File: src/rtl/tiled_view_pkg.sv
package tiled_view_pkg;

    typedef enum logic [1:0] {
        FMT_8B   = 2'd0,
        FMT_16B  = 2'd1,
        FMT_32B  = 2'd2,
        FMT_PAGE = 2'd3
    } fmt_e;

    localparam int VIEW_XINV = 0;
    localparam int VIEW_YINV = 1;
    localparam int VIEW_SWAP = 2;
    localparam int SHIFT_W   = 5;

endpackage

File: src/rtl/tview_geom.sv
module tview_geom #(
    parameter int CW_BITS = 14,
    parameter int CH_BITS = 13,
    parameter int SW_BITS = 6,
    parameter int SH_BITS = 6
) (
    input  tiled_view_pkg::fmt_e                     fmt,
    output logic [tiled_view_pkg::SHIFT_W-1:0]       x_shift,
    output logic [tiled_view_pkg::SHIFT_W-1:0]       y_shift,
    output logic [tiled_view_pkg::SHIFT_W-1:0]       x_bits,
    output logic [tiled_view_pkg::SHIFT_W-1:0]       y_bits,
    output logic [CW_BITS-1:0]                       x_mask,
    output logic [CH_BITS-1:0]                       y_mask
);
    import tiled_view_pkg::*;

    localparam logic [SHIFT_W-1:0] CW_L = SHIFT_W'(CW_BITS);
    localparam logic [SHIFT_W-1:0] CH_L = SHIFT_W'(CH_BITS);

    always_comb begin
        case (fmt)
            FMT_8B:   begin x_shift = '0;                 y_shift = '0;                 end
            FMT_16B:  begin x_shift = '0;                 y_shift = SHIFT_W'(1);        end
            FMT_32B:  begin x_shift = SHIFT_W'(1);        y_shift = SHIFT_W'(1);        end
            default:  begin x_shift = SHIFT_W'(SW_BITS);  y_shift = SHIFT_W'(SH_BITS);  end
        endcase
        x_bits = CW_L - x_shift;
        y_bits = CH_L - y_shift;
        x_mask = {CW_BITS{1'b1}} >> x_shift;
        y_mask = {CH_BITS{1'b1}} >> y_shift;
    end

endmodule

File: src/rtl/tview_mirror.sv
module tview_mirror #(
    parameter int CW_BITS = 14,
    parameter int CH_BITS = 13,
    parameter int COORD_W = 16
) (
    input  logic [COORD_W-1:0] x_in,
    input  logic [COORD_W-1:0] y_in,
    input  logic [CW_BITS-1:0] x_mask,
    input  logic [CH_BITS-1:0] y_mask,
    input  logic               x_inv,
    input  logic               y_inv,
    output logic               in_range,
    output logic [CW_BITS-1:0] x_out,
    output logic [CH_BITS-1:0] y_out
);
    always_comb begin
        in_range = (x_in <= COORD_W'(x_mask)) && (y_in <= COORD_W'(y_mask));
        x_out    = x_in[CW_BITS-1:0] ^ (x_inv ? x_mask : '0);
        y_out    = y_in[CH_BITS-1:0] ^ (y_inv ? y_mask : '0);
    end

endmodule

File: src/rtl/tview_pack.sv
module tview_pack #(
    parameter int CW_BITS = 14,
    parameter int CH_BITS = 13,
    localparam int OFF_W  = CW_BITS + CH_BITS,
    localparam int ADDR_W = OFF_W + 5
) (
    input  logic [CW_BITS-1:0]                 x_f,
    input  logic [CH_BITS-1:0]                 y_f,
    input  logic [tiled_view_pkg::SHIFT_W-1:0] x_bits,
    input  logic [tiled_view_pkg::SHIFT_W-1:0] y_bits,
    input  logic [tiled_view_pkg::SHIFT_W-1:0] x_shift,
    input  logic [tiled_view_pkg::SHIFT_W-1:0] y_shift,
    input  logic [2:0]                         view,
    input  logic [1:0]                         fmt_code,
    input  logic                               in_range,
    output logic [ADDR_W-1:0]                  addr,
    output logic [ADDR_W-1:0]                  stride
);
    import tiled_view_pkg::*;

    logic [OFF_W-1:0] xw, yw, lin, off;

    always_comb begin
        xw = OFF_W'(x_f);
        yw = OFF_W'(y_f);
        if (view[VIEW_SWAP]) begin
            lin    = (xw << y_bits) + yw;
            stride = ADDR_W'(1) << (SHIFT_W'(CH_BITS) + x_shift);
        end else begin
            lin    = (yw << x_bits) + xw;
            stride = ADDR_W'(1) << (SHIFT_W'(CW_BITS) + y_shift);
        end
        off  = lin << (x_shift + y_shift);
        addr = in_range ? {view, fmt_code, off} : '0;
    end

endmodule

File: src/rtl/tiled_view_agen.sv
module tiled_view_agen #(
    parameter int CW_BITS = 14,
    parameter int CH_BITS = 13,
    parameter int SW_BITS = 6,
    parameter int SH_BITS = 6,
    parameter int COORD_W = 16,
    localparam int ADDR_W = CW_BITS + CH_BITS + 5
) (
    input  logic              clk,
    input  logic              rst_n,
    input  logic              in_valid,
    input  logic [1:0]        in_fmt,
    input  logic [2:0]        in_view,
    input  logic [COORD_W-1:0] in_x,
    input  logic [COORD_W-1:0] in_y,
    output logic              out_valid,
    output logic [ADDR_W-1:0] addr,
    output logic              addr_ok,
    output logic [ADDR_W-1:0] stride
);
    import tiled_view_pkg::*;

    typedef struct packed {
        logic              valid;
        logic [ADDR_W-1:0] addr;
        logic              ok;
        logic [ADDR_W-1:0] stride;
    } res_t;

    res_t res_d, res_q;

    logic [SHIFT_W-1:0] xs, ys, xb, yb;
    logic [CW_BITS-1:0] xm, xf;
    logic [CH_BITS-1:0] ym, yf;
    logic               rng_ok;
    logic [ADDR_W-1:0]  addr_c, stride_c;

    tview_geom #(
        .CW_BITS(CW_BITS), .CH_BITS(CH_BITS),
        .SW_BITS(SW_BITS), .SH_BITS(SH_BITS)
    ) u_geom (
        .fmt    (fmt_e'(in_fmt)),
        .x_shift(xs),
        .y_shift(ys),
        .x_bits (xb),
        .y_bits (yb),
        .x_mask (xm),
        .y_mask (ym)
    );

    tview_mirror #(
        .CW_BITS(CW_BITS), .CH_BITS(CH_BITS), .COORD_W(COORD_W)
    ) u_mirror (
        .x_in    (in_x),
        .y_in    (in_y),
        .x_mask  (xm),
        .y_mask  (ym),
        .x_inv   (in_view[VIEW_XINV]),
        .y_inv   (in_view[VIEW_YINV]),
        .in_range(rng_ok),
        .x_out   (xf),
        .y_out   (yf)
    );

    tview_pack #(
        .CW_BITS(CW_BITS), .CH_BITS(CH_BITS)
    ) u_pack (
        .x_f     (xf),
        .y_f     (yf),
        .x_bits  (xb),
        .y_bits  (yb),
        .x_shift (xs),
        .y_shift (ys),
        .view    (in_view),
        .fmt_code(in_fmt),
        .in_range(rng_ok),
        .addr    (addr_c),
        .stride  (stride_c)
    );

    always_comb begin
        res_d       = res_q;
        res_d.valid = in_valid;
        if (in_valid) begin
            res_d.addr   = addr_c;
            res_d.ok     = rng_ok;
            res_d.stride = stride_c;
        end
    end

    always_ff @(posedge clk or negedge rst_n) begin
        if (!rst_n) res_q <= '0;
        else        res_q <= res_d;
    end

    assign out_valid = res_q.valid;
    assign addr      = res_q.addr;
    assign addr_ok   = res_q.ok;
    assign stride    = res_q.stride;

endmodule

File: config.mk
export PLATFORM = sky130hd
export DESIGN_NAME = tiled_view_agen
export DESIGN_NICKNAME = d
export VERILOG_FILES = /design/src/rtl/tiled_view_pkg.sv /design/src/rtl/tview_geom.sv /design/src/rtl/tview_mirror.sv /design/src/rtl/tview_pack.sv /design/src/rtl/tiled_view_agen.sv
export SDC_FILE = /design/constraint.sdc
export NUM_CORES = 1
export LEC_CHECK = 0
export BUFFER_PORTS_ARGS = -buffer_cell sky130_fd_sc_hd__buf_4
export CAP_MARGIN = 20
export CORE_MARGIN = 2
export CORE_UTILIZATION = 40
export CTS_BUF_LIST = sky130_fd_sc_hd__clkbuf_4
export CTS_CLUSTER_SIZE = 25
export DETAILED_ROUTE_END_ITERATION = 12
export GPL_ROUTABILITY_DRIVEN = 0
export PLACE_DENSITY_LB_ADDON = 0.2
export SKIP_LAST_GASP = 1
export SYNTH_ARGS = -nofsm -noshare
export SYNTH_HDL_FRONTEND = slang
export SYNTH_HIERARCHICAL = 1
export SYNTH_SLANG_ARGS = --single-unit
File: constraint.sdc
create_clock -name clk -period 2.5 [get_ports clk]
set_clock_uncertainty 0.15 [all_clocks]
set_input_delay 0.125 -clock clk [delete_from_list [all_inputs] [get_ports clk]]
set_output_delay 0.125 -clock clk [all_outputs]
set_load 0.01 [all_outputs]
# Word level (Yosys, flattened, before mapping)
# Index checks and enable logic that the tools add are counted.
[op_classes]
add_sub_neg = 7
n_shift = 7
n_bitwise = 2
magnitude_cmp = 2
n_reduce_logical = 4
n_mux = 7
eq_ne = 2
[op_table]
columns = ["op", "n"]
rows = [
  ["32-bit 2-to-1 mux", 2],
  ["1-bit by 5-bit left shift with 32-bit output (first input constant)", 2],
  ["27-bit by 13-bit adder with 27-bit output", 1],
  ["27-bit by 14-bit adder with 27-bit output", 1],
  ["27-bit 2-to-1 mux", 1],
  ["13-bit by 5-bit left shift with 27-bit output", 1],
  ["14-bit by 5-bit left shift with 27-bit output", 1],
  ["27-bit by 5-bit left shift with 27-bit output", 1],
  ["16-bit by 13-bit <= comparator with 1-bit output", 1],
  ["16-bit by 14-bit <= comparator with 1-bit output", 1],
  ["14-bit 2-to-1 mux", 1],
  ["14-bit by 3-bit >> shifter with 14-bit output (first input constant)", 1],
  ["14-bit XOR", 1],
  ["13-bit 2-to-1 mux", 1],
  ["13-bit by 3-bit >> shifter with 13-bit output (first input constant)", 1],
  ["13-bit XOR", 1],
  ["3-bit one-hot mux with 2 select lines", 2],
  ["4-bit by 3-bit adder with 5-bit output (first input constant)", 2],
  ["4-bit by 3-bit subtractor with 5-bit output (first input constant)", 2],
  ["3-bit by 3-bit adder with 4-bit output", 1],
  ["2-bit OR reduction", 2],
  ["2-bit by 1-bit equality test with 1-bit output (second input constant)", 1],
  ["2-bit equality test (second input constant)", 1],
  ["2-bit zero test", 1],
  ["1-bit logical AND", 1],
]
[totals]
out_inout_bits = 66
reg_bits = 66
wordCells = 35
input_bits = 40

# Logic depth before layout (Yosys ltp)
[depth]
word_depth = 11
mapped_depth = 26
ltp_nobuf = 24

# By module
# The synthesis kept the hierarchy.
[by_module_without_submodules]
columns = ["module", "seq_area_each_um2", "n_inst", "cells_per_inst", "area_per_inst_um2"]
rows = [
  ["tview_pack", 0.0, 1, 894, 6444.9],
  ["tiled_view_agen", 1651.6, 1, 138, 2643.8],
  ["tview_mirror", 0.0, 1, 154, 1074.8],
  ["tview_geom", 0.0, 1, 53, 390.4],
]

# Worst setup path before layout
# OpenSTA, ideal clock, no wires.
[synth_timing]
path_type = "input-to-reg"
startpoint = "input in_fmt[0]"
endpoint = "register res_q, in the netlist addr[24]"
arrival_time_ps = 5340
path_buffers = 3
required_time_ps = 2225
setup_ps = 125
setup_slack_ps = -3115
cell_stages = 25
path_cell_list = "ha_1 -> inv_1 -> ha_1 -> inv_1 -> buf_4 -> buf_2 -> mux4_2 -> mux2_2 -> nor2_1 -> a21oi_1 -> nor2b_1 -> ha_1 -> clkbuf_1 -> nand2_1 -> nor4_1 -> nor3_1 -> a221oi_4 -> nand2_2 -> nor4_2 -> xnor2_1 -> mux2_2 -> mux4_2 -> a211oi_2 -> nor4_1 -> mux2_4"
[synth_via]
elab_cells_between_ends = 26
cone_classes = "add/sub (5); order compare (2); eq/ne (2); shift (5); mux (6); bitwise (2); reduce/logical (4)"
[synth_lines]
columns = ["item", "line", "text"]
rows = [
  ["start, declared", "tiled_view_agen.sv:12", "input logic [1:0] in_fmt,"],
  ["2-bit by 1-bit equality test with 1-bit output / 2-bit zero test (equally long branches)", "tview_geom.sv:21", "case (fmt)"],
  ["2-bit OR reduction (no source line)", "--", ""],
  ["3-bit one-hot mux with 2 select lines *", "tview_geom.sv:21", ""],
  ["4-bit by 3-bit subtractor with 5-bit output *", "tview_geom.sv:27", "x_bits = CW_L - x_shift;"],
  ["named net xb[2]", "tiled_view_agen.sv:32", "logic [SHIFT_W-1:0] xs, ys, xb, yb;"],
  ["13-bit by 5-bit left shift with 27-bit output *", "tview_pack.sv:30", "lin = (yw << x_bits) + xw;"],
  ["27-bit by 14-bit adder with 27-bit output *", "tview_pack.sv:30", ""],
  ["27-bit 2-to-1 mux *", "tview_pack.sv:26", "if (view[VIEW_SWAP]) begin"],
  ["27-bit by 5-bit left shift with 27-bit output *", "tview_pack.sv:33", "off = lin << (x_shift + y_shift);"],
  ["32-bit 2-to-1 mux *", "tview_pack.sv:34", "addr = in_range ? {view, fmt_code, off} : '0;"],
  ["named net addr_c[24]", "tiled_view_agen.sv:36", "logic [ADDR_W-1:0] addr_c, stride_c;"],
  ["end signal, assigned", "tiled_view_agen.sv:93", "else res_q <= res_d;"],
  ["end, declared", "tiled_view_agen.sv:30", "res_t res_d, res_q;"],
]
# The timed path passes the listed nets; every way through them passes the cells marked *.
# A chain may end at the register's enable or synchronous reset.

# Worst setup path in the final report
[layout_timing]
startpoint = "input in_fmt[0]"
endpoint = "register res_q, in the netlist addr[25]"
[layout_via]
elab_chain_len = 11
elab_cells_between_ends = 26
cone_classes = "add/sub (5); order compare (2); eq/ne (2); shift (5); mux (6); bitwise (2); reduce/logical (4)"
[layout_rtl]
columns = ["item", "line", "text"]
rows = [
  ["2-bit by 1-bit equality test with 1-bit output / 2-bit equality test (equally long branches)", "tview_geom.sv:21", ""],
  ["2-bit OR reduction (no source line)", "--", ""],
  ["3-bit one-hot mux with 2 select lines *", "tview_geom.sv:21", ""],
  ["named net ys[0]", "tiled_view_agen.sv:32", ""],
  ["13-bit by 3-bit >> shifter with 13-bit output *", "tview_geom.sv:30", "y_mask = {CH_BITS{1'b1}} >> y_shift;"],
  ["named net ym[6]", "tiled_view_agen.sv:34", "logic [CH_BITS-1:0] ym, yf;"],
  ["13-bit 2-to-1 mux *", "tview_mirror.sv:19", "y_out = y_in[CH_BITS-1:0] ^ (y_inv ? y_mask : '0);"],
  ["13-bit XOR *", "tview_mirror.sv:19", ""],
  ["named net yf[6]", "tiled_view_agen.sv:34", ""],
  ["13-bit by 5-bit left shift with 27-bit output", "tview_pack.sv:30", ""],
  ["27-bit by 14-bit adder with 27-bit output", "tview_pack.sv:30", ""],
  ["27-bit 2-to-1 mux *", "tview_pack.sv:26", ""],
  ["27-bit by 5-bit left shift with 27-bit output *", "tview_pack.sv:33", ""],
  ["32-bit 2-to-1 mux *", "tview_pack.sv:34", ""],
  ["named net addr_c[25]", "tiled_view_agen.sv:36", ""],
]
# Marked as above.

==> impl_metrics.csv <==
group,metric,value,unit
outcome,outcome,"finished, violations left",
outcome,violations,"setup timing",
yosys,syn_area,10600,um2
global_route,grt_use_total,26.1,%
setup_path,critPathBufInv,2,
die,dieArea,27700,um2
clock_network,insertion_delay,0.42,ns
yosys,ys_seq_area_share,15.6,%
clock_network,clock_path_buffers,2,
finish,fin_area,16100,um2
sta,timing.final.ws_setup,-2.25,ns
yosys,synth_top_area_share,15.6,%
place,dp_slack,-2.79,ns
sta,slew_viol_final,0,
yosys,synth_enable_flop_cells,0,
yosys,synth.avg_cell_area,8.52,um2
setup_path,critPathArrivalTime,4.92,ns
die,die_h,166,um
finish,area_growth,52.5,%
pwr,p_total,6530,uW
finish,drive_gt1_share,51.2,%
pwr,p_per_area,405,nW/um2
sta,fin_crit,4.75,ns
routing,vias_per_cell,5.61,
pwr,ir_worst_vdd,0.000299,V
yosys,yosysMostFrequentCell,"nor2_1",
routing,initialDrtViolationCount,761,
global_route,overflow,0,
routing,wire_per_inst,18.4,um
die,ios,106,
yosys,syn-instance-count,1239,
routing,finalWirelength,37.4,mm
global_route,grt_max_degree,67,
sta,setup_viol,33,
place,dp_hpwl,28.7,mm
routing,first_pass_iters,6,
die,start_util,40.6,%
place,io_buffers,105,
setup_path,path_cells,"buf_8 -> clkinvlp_4 -> ha_4 -> nand2_4 -> nand2_4 -> xnor2_2 -> mux4_2 -> mux2_4 -> nor2_2 -> a21oi_1 -> nor2b_4 -> ha_4 -> nand4_1 -> a21oi_4 -> nor4_4 -> or4b_4 -> or4_4 -> and2_4 -> mux4_2 -> nor3_2 -> a211o_1 -> o221ai_2 -> mux2_4",
clock_network,clkSinkCount,66,
die,placementRows,59,
yosys,async_reset_ff_share,100,%
setup_path,slowest_stage,"or4b_4",
routing,drc,0,
sta,finalCritPeriodShare,190,%
routing,ant_nets,0,
run,cap_viol_max_count,0,
yosys,yosysTopAreaCell,"dfrtp_1",
finish,final_nets,1802,
clock_network,numCtsBuffers,9,
setup_path,slowest_delay,0.52,ns
global_route,grt_pass1_vias,11200,
sta,hold_violations,0,
pwr,p_leak,0.00768,uW
die,dieWidth,166,um
global_route,grt_pass1_wl,59.1,mm
yosys,yosysUniqueCellTypes,101,
yosys,synth_ff_type,"dfrtp_1",
setup_path,critPathRequiredTime,2.67,ns
setup_path,start_kind,"primary input",
global_route,antenna_found_initial,1,
setup_path,cpLargestDelayFamily,"simple AND/OR/NAND/NOR gates",
yosys,synth_common_cells,"nor2_1, nand2_1, dfrtp_1, ha_1, a21oi_1",
clock_network,htreeDepth,3,
clock_network,cts_tree,"built",
yosys,ys_ff_latch,66,
min_path,hold_path_class,"in2reg",
sta,fmax,211,MHz
routing,vias,11400,
clock_network,clk_pin_slew,0.11,ns
yosys,netlist_top_cells_area,"dfrtp_1, ha_1, mux2_4",
sta,rsz0062_at_grt,"true",
sta,slew_headroom,43.6,%
setup_path,end_kind,"flop",
setup_path,cp_max_fo,6,
yosys,ys_warn_count,6,
die,coreArea,26000,um2
clock_network,cts-root-buf,"clkbuf_4",
sta,setup-tns-final,-47.14,ns
place,place_area,14100,um2
setup_path,critical_path_class,"in2reg",
sta,worstMarginPinSlew,0.846,ns
sta,hold_ws,0.0766,ns
state kept, by name, indices dropped and copies added, names as in the netlist:
name	flops
stride	32
addr_ok	1
addr	32
out_valid	1
what timing repair did:
item / 4_1_cts / 5_1_grt
resized for setup: 208 / 52
pin swaps: 84 / 24
hold buffers: 2 / 0
buffers inserted: 67 / 13
endpoints found under the setup margin: 33 / 33
endpoints found under the hold margin: 67 / 0
gates cloned: 2 / 0
through the flow:
stage / instances / utilization, %
after detailed placement: 1939 / 54.4
after global placement: 1939 / 54.4
final: 2034 / 62.0
after floorplan: 1257 / -
after global routing: 2034 / 62.0
after CTS: 2021 / 60.6
layout make-up:
class	instances	area (um2)
multi-input cells	1038	9380
fillers	2192	9890
repair buffers	528	4260
clock buffers	9	67.6
flip-flops and latches	66	1650
well taps	335	419
clock inverters	7	92.6
inverters	50	224
diodes	1	2.50
layout by cell type (no fill, tap or decap), drive strengths merged, types with 13 or more instances in the layout:
cell,synthesis,routed
mux2i,52,52
dfrtp,66,66
buf,63,526
nor2b,20,20
and2,16,16
mux2,91,91
nand2b,15,15
inv,48,48
mux4,28,28
nor4,16,16
nor3,25,25
nor2,123,123
nand2,110,110
a211oi,18,18
conb,2,20
a21o,23,23
ha,66,66
a22oi,13,13
xnor2,60,60
nand3,24,24
a21oi,66,66
o21ai,52,52
nand4,13,13
xor2,17,17
metal layers:
layer / GRT usage, % / vias to the layer above / share of wire, %
met5: 0 / - / 0
met4: 8.73 / 0 / 3.5
met3: 4.99 / 82 / 6.3
met2: 43.7 / 402 / 47
met1: 34.0 / 5464 / 43
li1: - / 5454 / -
final timing paths:
| kind | startpoint | endpoint | slack, ns | cells after the start |
|---|---|---|---|---|
| max in group asynchronous | rst_n | stride[3]$_DFFE_PN0P_ | 1.45 | 2 |
| min reg2reg | stride[1]$_DFFE_PN0P_ | stride[1]$_DFFE_PN0P_ | 0.37 | 1 |
| min in group asynchronous | rst_n | addr[14]$_DFFE_PN0P_ | 0.17 | 2 |
| min | in_fmt[1] | addr[28]$_DFFE_PN0P_ | 0.08 | 4 |
| max reg2reg | addr[19]$_DFFE_PN0P_ | addr[19]$_DFFE_PN0P_ | 1.54 | 1 |
| max | in_fmt[0] | addr[25]$_DFFE_PN0P_ | -2.25 | 23 |
kinds of logic (layout without fill, tap and decap cells):
group / Yosys count / after routing / synth area share (%)
flip-flops: 66 / 66 / 15.6
buffers and inverters: 153 / 594 / 7.73
adder cells (fa/ha/maj): 69 / 69 / 8.39
multiplexers: 171 / 171 / 22.8
AND/OR/NAND/NOR: 404 / 404 / 18.8
XOR/XNOR: 77 / 77 / 6.39
AO/OA/AOI/OAI: 297 / 297 / 20.2
other: 2 / 21 / 0.0712
power by group:
group	leakage (uW)	internal [uW]	switching, uW
clock network	0.0000800	403	415
logic	0.00668	2330	2270
registers	0.000916	1090	15.1
total	0.00768	3830	2700
worst min-delay path, cell delays in order:
cell,delay [ns]
buf_4,0.12
buf_4,0.12
and2_4,0.13
mux2_4,0.13
Power figures use the tool's default switching activity.
